`config.mk`:
```
export PLATFORM = sky130hd
export DESIGN_NAME = video_lane_serializer
export DESIGN_NICKNAME = d
export VERILOG_FILES = /design/src/rtl/vlser_pkg.sv /design/src/rtl/vlser_capture.sv /design/src/rtl/vlser_lanes.sv /design/src/rtl/video_lane_serializer.sv
export SDC_FILE = /design/constraint.sdc
export NUM_CORES = 1
export LEC_CHECK = 0
export ABC_AREA = 1
export ABC_CLOCK_PERIOD_IN_PS = 1500
export CAP_MARGIN = 20
export CELL_PAD_IN_SITES_DETAIL_PLACEMENT = 0
export CELL_PAD_IN_SITES_GLOBAL_PLACEMENT = 1
export CORE_MARGIN = 2
export CORE_UTILIZATION = 35
export CTS_BUF_LIST = sky130_fd_sc_hd__clkbuf_16
export DETAILED_ROUTE_END_ITERATION = 16
export PLACE_DENSITY_LB_ADDON = 0.1
export SYNTH_ARGS = -nofsm -noshare
export SYNTH_HDL_FRONTEND = slang
export SYNTH_SLANG_ARGS = --single-unit
```
`constraint.sdc`:
```
create_clock -name clk -period 1.5 [get_ports clk]
set_clock_uncertainty 0.05 [all_clocks]
set_input_delay 0.15 -clock clk [delete_from_list [all_inputs] [get_ports clk]]
set_output_delay 0.15 -clock clk [all_outputs]
set_load 0.02 [all_outputs]
```
`src/rtl/vlser_pkg.sv`:
```
package vlser_pkg;

    localparam int SER_BITS       = 7;
    localparam int LANES_PER_PORT = 5;

    // Forwarded clock lane word, sent left bit first.
    localparam logic [SER_BITS-1:0] FWD_CLK_PATTERN = 7'b1100011;

    typedef enum logic {
        CAP_RISE = 1'b0,
        CAP_FALL = 1'b1
    } cap_edge_e;

endpackage

```
`src/rtl/vlser_capture.sv`:
```
module vlser_capture
    import vlser_pkg::*;
#(
    parameter int WIDTH = 70
) (
    input  logic             clk,
    input  logic             rst,
    input  logic             pclk,
    input  logic             cap_fall,
    input  logic             halt,
    input  logic [WIDTH-1:0] din,
    output logic [WIDTH-1:0] hold_o
);

    typedef struct packed {
        logic             pclk_seen;
        logic             taken;
        logic [WIDTH-1:0] cap;
        logic [WIDTH-1:0] hold;
    } cap_state_t;

    cap_state_t st_d, st_q;
    logic       edge_rise;
    logic       edge_fall;
    logic       hit;

    always_comb begin
        st_d           = st_q;
        edge_rise      = pclk & ~st_q.pclk_seen;
        edge_fall      = ~pclk & st_q.pclk_seen;
        hit            = ((cap_edge_e'(cap_fall) == CAP_FALL) ? edge_fall : edge_rise) & ~halt;
        st_d.pclk_seen = pclk;
        st_d.taken     = hit;
        if (hit) begin
            st_d.cap = din;
        end
        if (st_q.taken) begin
            st_d.hold = st_q.cap;
        end
    end

    always_ff @(posedge clk) begin
        if (rst) begin
            st_q <= '0;
        end else begin
            st_q <= st_d;
        end
    end

    assign hold_o = st_q.hold;

    // A capture is never taken while halted
    AST_NO_CAPTURE_HALTED: assert property (@(posedge clk) disable iff (rst)
        halt |=> !st_q.taken) else $error("capture during halt");

endmodule

```
`src/rtl/vlser_lanes.sv`:
```
module vlser_lanes #(
    parameter int LANES = 5,
    parameter int BITS  = 7
) (
    input  logic                  clk,
    input  logic                  rst,
    input  logic                  load,
    input  logic                  run,
    input  logic [LANES*BITS-1:0] din,
    output logic [LANES-1:0]      lane_o
);

    typedef struct packed {
        logic [LANES-1:0][BITS-1:0] sh;
    } ser_state_t;

    ser_state_t       st_d, st_q;
    logic [LANES-1:0] din_msb;

    always_comb begin
        st_d = st_q;
        for (int k = 0; k < LANES; k++) begin
            din_msb[k] = din[k*BITS + BITS - 1];
            if (load) begin
                st_d.sh[k] = din[k*BITS +: BITS];
            end else if (run) begin
                st_d.sh[k] = {st_q.sh[k][BITS-2:0], 1'b0};
            end
        end
    end

    always_ff @(posedge clk) begin
        if (rst) begin
            st_q <= '0;
        end else begin
            st_q <= st_d;
        end
    end

    for (genvar k = 0; k < LANES; k++) begin : g_lane
        assign lane_o[k] = st_q.sh[k][BITS-1];
    end

    // The top bit of each lane slice leads the lane after a load
    AST_LOAD_MSB_FIRST: assert property (@(posedge clk) disable iff (rst)
        load |=> (lane_o == $past(din_msb))) else $error("lane lead bit wrong");

endmodule

```
`src/rtl/video_lane_serializer.sv`:
```
module video_lane_serializer
    import vlser_pkg::*;
#(
    parameter int LANES = LANES_PER_PORT,
    parameter int BITS  = SER_BITS
) (
    input  logic                  clk,
    input  logic                  rst,
    input  logic                  bit_strobe,
    input  logic                  pclk,
    input  logic                  cap_fall,
    input  logic                  dual_mode,
    input  logic                  port_x_en,
    input  logic                  port_y_en,
    input  logic                  power_down,
    input  logic [LANES*BITS-1:0] word_x,
    input  logic [LANES*BITS-1:0] word_y,
    output logic [LANES-1:0]      lane_x,
    output logic [LANES-1:0]      lane_y,
    output logic                  fwd_clk_lane,
    output logic                  bit_clk_o
);

    localparam int PW     = LANES * BITS;
    localparam int NPORTS = 2;

    typedef struct packed {
        logic pd_frame;
    } top_state_t;

    top_state_t                   st_d, st_q;
    logic [NPORTS*PW-1:0]         held;
    logic [NPORTS-1:0][PW-1:0]    port_load;
    logic [NPORTS-1:0][LANES-1:0] port_lanes;
    logic [NPORTS-1:0]            port_on;
    logic [BITS-1:0]              clk_load;
    logic                         shift_run;
    logic                         gate_q;

    vlser_capture #(
        .WIDTH (NPORTS*PW)
    ) u_capture (
        .clk      (clk),
        .rst      (rst),
        .pclk     (pclk),
        .cap_fall (cap_fall),
        .halt     (power_down),
        .din      ({word_y, word_x}),
        .hold_o   (held)
    );

    always_comb begin
        st_d = st_q;
        if (bit_strobe) begin
            st_d.pd_frame = power_down;
        end
        shift_run  = ~st_q.pd_frame;
        port_on[0] = port_x_en & ~power_down;
        port_on[1] = port_y_en & dual_mode & ~power_down;
        for (int p = 0; p < NPORTS; p++) begin
            port_load[p] = port_on[p] ? held[p*PW +: PW] : '0;
        end
        clk_load = power_down ? '0 : FWD_CLK_PATTERN;
    end

    always_ff @(posedge clk) begin
        if (rst) begin
            st_q <= '{pd_frame: 1'b1};
        end else begin
            st_q <= st_d;
        end
    end

    for (genvar p = 0; p < NPORTS; p++) begin : g_port
        vlser_lanes #(
            .LANES (LANES),
            .BITS  (BITS)
        ) u_lanes (
            .clk    (clk),
            .rst    (rst),
            .load   (bit_strobe),
            .run    (shift_run),
            .din    (port_load[p]),
            .lane_o (port_lanes[p])
        );
    end

    vlser_lanes #(
        .LANES (1),
        .BITS  (BITS)
    ) u_clk_lane (
        .clk    (clk),
        .rst    (rst),
        .load   (bit_strobe),
        .run    (shift_run),
        .din    (clk_load),
        .lane_o (fwd_clk_lane)
    );

    assign lane_x = port_lanes[0];
    assign lane_y = port_lanes[1];

    // Gate changes only while clk is low, so no pulse is ever cut short
    always_ff @(negedge clk) begin
        gate_q <= ~st_q.pd_frame;
    end

    assign bit_clk_o = clk & gate_q;

    AST_PD_ALL_LOW: assert property (@(posedge clk) disable iff (rst)
        (bit_strobe && power_down) |=> (lane_x == '0 && lane_y == '0 && !fwd_clk_lane))
        else $error("lanes active in power-down");

    AST_SINGLE_Y_LOW: assert property (@(posedge clk) disable iff (rst)
        (bit_strobe && !dual_mode) |=> (lane_y == '0))
        else $error("port Y active in single mode");

    AST_X_OFF_LOW: assert property (@(posedge clk) disable iff (rst)
        (bit_strobe && !port_x_en) |=> (lane_x == '0))
        else $error("disabled port X active");

    AST_CLK_LANE_LEAD: assert property (@(posedge clk) disable iff (rst)
        (bit_strobe && !power_down) |=> fwd_clk_lane)
        else $error("clock lane lead bit low");

endmodule

```
==> reports/qor.yml, run 1 <==
status: "complete, but fails checks"
violations: "negative setup slack"
power_leakage_nw: 5.12
tritoncts: "built"
synth_top_area_frac: 0.485
syn_inst: 1284
final_cell_mix: "nand2_1, inv_1, dfxtp_1, o21ai_0, a21oi_1"
synth_compound_area_frac: 0.181
synth_warnings: 0
final_antenna_net_count: 0
hold_viol_final: 0
core_sq_mm: 0.0258
hold_path_startpoint: "word_x[6]"
slew_violations: 0
whs_ns: 0.133
critPathSlowestCell: "dfxtp_2"
fp.dieH_um: 165
synth_seq_cells: 221
setup_ws_ns: -0.636
postPlaceCellArea_sq_mm: 0.0106
crit_start: "gate_q"
finish.instance_area_sq_mm: 0.0114
r2r_start: "st_q"
grt_pass1_vias: 7432
ir_worst_vdd_mv: 0.595
vias_per_cell: 4.57
wl_per_cell_um: 13.0
arrival_ns: 1.94
drc: 0
fin_setup_tns_ns: -0.636
start_kind: "flop"
gp_congestion: 0.704
synth_mux_area_frac: 0
crit_chain: "nand2_2, inv_2, buf_6"
antenna_found_initial: 0
hold_class: "in -> reg"
synthAdderAreaFrac: 0
clock_latency_ns: 0.62
place_hpwl_um: 13800
synth_area_per_cell_sq_um: 7.10
port_buffers: 90
cp_max_fo: 1
critPathRequiredTime_ns: 1.30
p_total_mw: 14.1
powerDensity_mw_per_mm2: 1230
synth_area_leaders: "dfxtp_1, nand2_1, o21ai_0"
holdBufCountCts: 0
ios: 91
critical_path_class: "reg -> out"
cts.clk_slew.worst_paths_ns: 0.06
layout_commonest_cell: "nand2_1"
vias: 7736
synthSimpleGateAreaFrac: 0.187
synthXorXnorAreaFrac: 0
maxSlewHeadroom: 0.758
ys_seq_area_frac: 0.485
syn_area_sq_mm: 0.00912
utilization: 0.443
first_pass_iters: 4
cp_slowest_stage_delay_ns: 0.30
synth_top_family_by_area: "simple AND/OR/NAND/NOR gates"
syn_nets: 1363
rows: 59
wirelength_um: 22100
rsz0062_at_grt: "true"
start_util: 0.353
die_w_um: 165
drtIter0Drc: 452
nets: 1421
grtUsageTotal: 0.164
end_kind: "output pin"
worst_pin_slew_ns: 0.362
synth_largest_area_cell: "dfxtp_1"
grt_first_pass_wirelength_um: 36800
die-area_sq_mm: 0.0274
overflow: 0
max_cap_viol_count: 0
fill_cells: 2737
ys_types: 20
grt_max_degree: 61
areaGrowthSynthToFinish_pct: 25.5
finalSetupViolCount: 2
antenna_cells_inserted: 0
drive_above_1_share: 0.0802
report_power, final:
part	total (mW)	internal, mW	switching (mW)
Clock	6.23	3.86	2.37
Sequential	6.35	6.21	0.142
Combinational	1.55	0.674	0.873
state kept, by name, summed over array words and instances, names as in the netlist:
register               flops
g_port.u_lanes.st_q       60
u_capture.st_q            72
u_capture.hold_o          70
u_clk_lane.st_q            7
gate_q                     1
g_port.u_lanes.lane_o     10
st_q                       1
critical path, delay by kind of cell, from the launching register on:
family                 cells  cell delay [ns]
buffers and inverters      2             0.14
flip-flops                 1             0.30
AND/OR/NAND/NOR            1             0.05
final timing paths:
check | end | slack, ns | depth (start not counted)
worst max-delay path | bit_clk_o | -0.64 | 3
worst min register to register | g_port[0].u_lanes.lane_o[2] | 0.40 | 2
worst min-delay path | u_capture.st_q[76] | 0.13 | 5
worst max register to register | gate_q | 0.15 | 1
layout make-up:
class,instances,area [sq um],area share
Tap cell,335,419,0.0366
Timing Repair Buffer,132,1480,0.130
Clock inverter,20,158,0.0138
Sequential cell,221,4430,0.387
Inverter,229,862,0.0753
Clock buffer,29,712,0.0622
Multi-Input combinational cell,728,3380,0.295
through the flow:
stage / worst slack [ns] / instances
detailed placement: -0.405 / 1648
CTS: -0.682 / 1694
finish: -0.636 / 1694
floorplan: -0.0133 / 1284
global route: -0.698 / 1694
global placement: -0.405 / 1648
layer usage:
| metal | global-route usage | vias to the layer above | wire, um |
|---|---|---|---|
| li1 | - | 4166 | - |
| met1 | 0.227 | 3431 | 11200 |
| met2 | 0.269 | 116 | 9700 |
| met3 | 0.0287 | 23 | 891 |
| met4 | 0.0368 | 0 | 275 |
| met5 | 0 | - | 0 |
cell usage after synthesis:
cell and number:
nand3_1 7, buf_1 9, nand4_1 70, clkbuf_1 54, a31oi_1 3, inv_1 226
inv_2 5, o21ai_1 4, nand2_2 2, nand3_2 1, buf_4 11, nor2_4 2
clkbuf_2 3, o21bai_1 1, nand2_1 244, dfxtp_1 221, a21oi_1 138, o21ai_0 183
buf_2 27, nor2_1 73
kinds of logic (layout without fill, tap and decap cells):
logic type,after synthesis,count (layout)
simple gates,399,399
flops,221,221
compound gates,329,329
buf+inv,335,410
repair_timing:
action | CTS | global route
resized for setup | 43 | 6
endpoints found under the setup margin | 13 | 5
pin swaps | 0 | 0
buffers inserted | 0 | 0
(Power assumes the default switching activity.)
==> run 2: changes to the inputs <==
- ABC_CLOCK_PERIOD_IN_PS: 1500 -> 2400
- clock period: 1.5 -> 2.4 ns (I/O delays scaled with it)
==> run 2 against run 1 <==
The run still ends with negative setup slack left; highest routed layer unchanged; wire length grew 0.38%; setup slack improved by 0.35 ns; first-iteration DRC count decreased by 0.22%; non-clock buffer count shrank 19; die area did not move; worst hold slack better by 0.029 ns; register-to-register slack improved by 0.46 ns; combinational power down 41%; largest cell class unchanged; cell area decreased by 3.5%; critical endpoint unchanged; global-route usage up 0.060 points.
==> reports/qor.yml, run 2 (synthesized netlist as in run 1, its figures left out) <==
die-area_sq_mm: 0.0274  # unchanged
fp.dieH_um: 165  # unchanged
clock_latency_ns: 0.62  # about the same
seqPwrFrac: 0.471  # +0.021
drtIter0Drc: 451  # -0.22%
setup_ws_ns: -0.287  # +0.349 ns
antenna_cells_inserted: 0  # unchanged
hold_viol_final: 0  # unchanged
largest_reg_flops: 72  # unchanged
clkPwrFrac: 0.421  # -0.020
critical_path_class: "reg -> out"
grt_first_pass_wirelength_um: 36800  # +0.19%
netSwitchingPower_mw: 2.09  # -38%
final_cell_mix: "nand2_1, inv_1, dfxtp_1, o21ai_0, a21oi_1"
powerDensity_mw_per_mm2: 763  # -38%
violations: "negative setup slack"
nets: 1403  # -1.3%
status: "complete, but fails checks"
start_util: 0.353  # unchanged
comb_power_share: 0.108  # -0.002
cts_setup_buffers: 0  # unchanged
top_register: "u_capture.st_q"
rows: 59  # unchanged
finalSetupViolCount: 2  # unchanged
cts.clk_slew.worst_paths_ns: 0.05  # about the same
end_kind: "output pin"
arrival_ns: 2.40  # +0.46 ns
utilization: 0.427  # -0.0155
die_w_um: 165  # unchanged
start_kind: "flop"
areaGrowthSynthToFinish_pct: 21.1
swShare: 0.248  # +0.00836
critPathRequiredTime_ns: 2.11  # +0.81 ns
cp_max_fo: 1  # unchanged
fin_setup_tns_ns: -0.287  # +0.349 ns
tritoncts: "built"
hold_class: "in -> reg"
rsz0062_at_grt: "true"
holdBufCountCts: 0  # unchanged
grt_pass1_vias: 7313  # -1.6%
first_pass_iters: 4  # unchanged
place_hpwl_um: 13200  # -4.5%
layout_commonest_cell: "nand2_1"
worst_pin_slew_ns: 0.569  # +0.206 ns
wirelength_um: 22100  # +0.38%
core_sq_mm: 0.0258  # unchanged
final_antenna_net_count: 0  # unchanged
port_buffers: 90  # unchanged
power_leakage_nw: 4.94  # -3.5%
slew_violations: 0  # unchanged
overflow: 0  # unchanged
ios: 91  # unchanged
drc: 0  # unchanged
grt_max_degree: 85  # +39%
vias: 7699  # -0.48%
antenna_found_initial: 0  # unchanged
grtUsageTotal: 0.165  # +0.000604
p_int_mw: 6.33  # -41%
fill_cells: 2765  # +1.0%
max_cap_viol_count: 0  # unchanged
ir_worst_vdd_mv: 0.526  # -11%
gp_congestion: 0.668  # -5.2%
drive_above_1_share: 0.0523  # -0.0279
vias_per_cell: 4.60  # +0.77%
wl_per_cell_um: 13.2  # +1.6%
maxSlewHeadroom: 0.621  # -0.138
[run 2: cell types whose count changed in the layout (fill, tap and decap cells not counted), sizes merged]
cell,delta
clkdlybuf4s50,+11
buf,-24
clkdlybuf4s15,-6
clkinv,-7
inv,+8
bufinv,-3
[run 2: worst paths after layout]
kind                             start                          to  cells past startpoint  slack [ns]
setup / recovery                gate_q                   bit_clk_o                      3       -0.29
hold / removal                    pclk         u_capture.st_q[141]                      3        0.16
setup reg to reg                  st_q   g_port[0].u_lanes.st_q[0]                      5        0.61
hold reg to reg   u_capture.hold_o[49]  g_port[1].u_lanes.st_q[14]                      2        0.40
[run 2: repair_timing]
| action | 4_1_cts | 5_1_grt |
|---|---|---|
| setup endpoints to repair | 2 | 2 |
| gates resized for setup | 6 | 0 |
| gates cloned | 0 | 0 |
[run 2: layout make-up]
cell class                 instances  area (sq um)  area share
tap                              335           419      0.0380
sequential                       221          4430       0.401
inverter                         229           862      0.0781
clock inverter                    18          75.1     0.00680
timing repair buffer             113          1170       0.106
multi-input combinational        728          3370       0.306
clock buffer                      29           712      0.0645
[run 2: metal layers]
layer	vias to the layer above	track usage	routed length, um
met5	-	0	0
met4	0	0.0321	343
met3	27	0.0280	740
met2	117	0.262	9460
met1	3431	0.236	11600
li1	4124	-	-
[run 2: critical path: stages, from the launching register on]
cell     delay [ns]
dfxtp_1        0.29
nand2_1        0.04
inv_1          0.06
buf_6          0.11
[run 2: power groups by stage]
stage | Combinational, mW | Clock, mW | Sequential, mW
2_1_floorplan | 0.608 | 0.0119 | 4.02
3_3_place_gp | 0.916 | 0.0177 | 4.04
3_5_place_dp | 0.920 | 0.0177 | 4.04
4_1_cts | 0.927 | 3.67 | 3.97
5_1_grt | 1.05 | 3.82 | 3.99
6_report | 0.911 | 3.55 | 3.97
[run 2: metrics by stage]
step                      power, mW  hold WS, ns  std cells  area, sq um  worst slack (ns)
after floorplan                4.64        0.307       1284         9120             0.250
after global placement         4.98        0.392       1629        10300           -0.0415
after detailed placement       4.98        0.396       1629        10300           -0.0338
after CTS                      8.56        0.142       1673        11000            -0.317
after global routing           8.86        0.190       1673        11000            -0.370
final                          8.42        0.162       1673        11000            -0.287
==> run 3: changes to the inputs <==
- CAP_MARGIN: 20 -> unset
- SETUP_SLACK_MARGIN: unset -> 0.5
==> run 3 against run 2 <==
Register-to-register slack gained 0.08 ns; the run still ends with negative setup slack left; critical path type unchanged; power grew 0.51%; sequential share of layout area shrank 0.15 points; global-route usage grew 0.10 points; combinational power is essentially flat.
==> reports/qor.yml, run 3 (synthesized netlist as in run 1, its figures left out) <==
status: "complete, but fails checks"
violations: "negative setup slack"
die-area_sq_mm: 0.0274  # unchanged
die_w_um: 165  # unchanged
wirelength_um: 22100  # about the same
grtUsageTotal: 0.166  # +0.00105
cts.clk_slew.worst_paths_ns: 0.06  # about the same
postPlaceCellArea_sq_mm: 0.0103  # +0.19%
grt_first_pass_wirelength_um: 37000  # +0.47%
core_sq_mm: 0.0258  # unchanged
fin_cells: 1674  # +0.060%
hold_viol_final: 0  # unchanged
drc: 0  # unchanged
tritoncts: "built"
holdBufCountCts: 0  # unchanged
grt_max_degree: 75  # -12%
clock_latency_ns: 0.62  # about the same
start_util: 0.353  # unchanged
start_kind: "flop"
crit_chain: "nand2_2, inv_2, buf_6"
max_cap_viol_count: 0  # unchanged
first_pass_iters: 4  # unchanged
place_ws_ns: -0.0433  # -0.00957 ns
place_hpwl_um: 13400  # +1.5%
ios: 91  # unchanged
grt_pass1_vias: 7509  # +2.7%
arrival_ns: 2.39  # about the same
critPathRequiredTime_ns: 2.11  # about the same
fp.dieH_um: 165  # unchanged
critical_path_class: "reg -> out"
port_buffers: 90  # unchanged
rows: 59  # unchanged
rsz0062_at_grt: "true"
final_cell_mix: "nand2_1, inv_1, dfxtp_1, o21ai_0, a21oi_1"
nets: 1403  # unchanged
setup_ws_ns: -0.282  # +0.00475 ns
antenna_found_initial: 1  # +1
cp_top_family: "flip-flops"
largest_reg_flops: 72  # unchanged
worst_pin_slew_ns: 0.479  # -0.0893 ns
cts_setup_buffers: 0  # unchanged
overflow: 0  # unchanged
maxSlewHeadroom: 0.680  # +0.0599
antenna_cells_inserted: 0  # unchanged
slew_violations: 0  # unchanged
cp_max_fo: 1  # unchanged
vias: 7789  # +1.2%
final_antenna_net_count: 0  # unchanged
hold_class: "in -> reg"
vias_per_cell: 4.65  # +1.1%
wl_per_cell_um: 13.2  # about the same
power_leakage_nw: 5.03  # +1.8%
drtIter0Drc: 400  # -11%
layout_commonest_cell: "nand2_1"
drive_above_1_share: 0.0575  # +0.00519
crit_buf_inv: 2  # unchanged
powerDensity_mw_per_mm2: 763  # about the same
cp_slowest_stage_delay_ns: 0.30  # about the same
end_kind: "output pin"
dp.cells: 1629  # unchanged
ir_worst_vdd_mv: 0.484  # -8.0%
finalSetupViolCount: 2  # unchanged
gp_congestion: 0.716  # +7.2%
critPathSlowestCell: "dfxtp_2"
top_register: "u_capture.st_q"
finish.instance_area_sq_mm: 0.0111  # +0.41%
areaGrowthSynthToFinish_pct: 21.6
## run 3: area by class of cell
class	count	area [sq um]
Clock inverter	19	85.1
Timing Repair Buffer	113	1190
Inverter	229	866
Fill cell	2733	14700
Multi-Input combinational cell	728	3380
Clock buffer	29	712
Tap cell	335	419
Sequential cell	221	4430
## run 3: through the flow
stage	utilization	total power [mW]	hold WS, ns	setup TNS [ns]
global route	0.429	8.90	0.178	-0.339
CTS	0.428	8.59	0.141	-0.319
floorplan	-	4.64	0.307	0
global placement	0.398	4.98	0.393	-0.0454
finish	0.429	8.47	0.161	-0.282
detailed placement	0.398	4.99	0.395	-0.0433
## run 3: path summary, 6_finish.rpt
kind | start | to | slack, ns | depth (start not counted)
min reg2reg | u_capture.hold_o[6] | g_port[0].u_lanes.lane_o[0] | 0.40 | 2
max | gate_q | bit_clk_o | -0.28 | 3
min | pclk | u_capture.st_q[141] | 0.16 | 3
max reg2reg | st_q | g_port[0].u_lanes.st_q[31] | 0.69 | 7
## run 3: layer usage
metal,GRT usage,wire (um)
met5,0,0
met2,0.284,9930
met3,0.0255,855
met4,0.0376,393
met1,0.221,11000
## run 3: timing repair
action | in CTS | in global routing
cloned | 0 | 0
pin swaps | 1 | 1
setup endpoints to repair | 25 | 74
gates resized for setup | 14 | 8
## run 3: power by group
part / total (mW) / internal (mW) / switching [mW]
logic: 0.910 / 0.370 / 0.540
clock network: 3.59 / 2.10 / 1.49
registers: 3.97 / 3.88 / 0.0852
## run 3: worst min-delay path: stages
cell and delay [ns]:
clkdlybuf4s50_1 0.41, inv_2 0.09, nor2_1 0.04
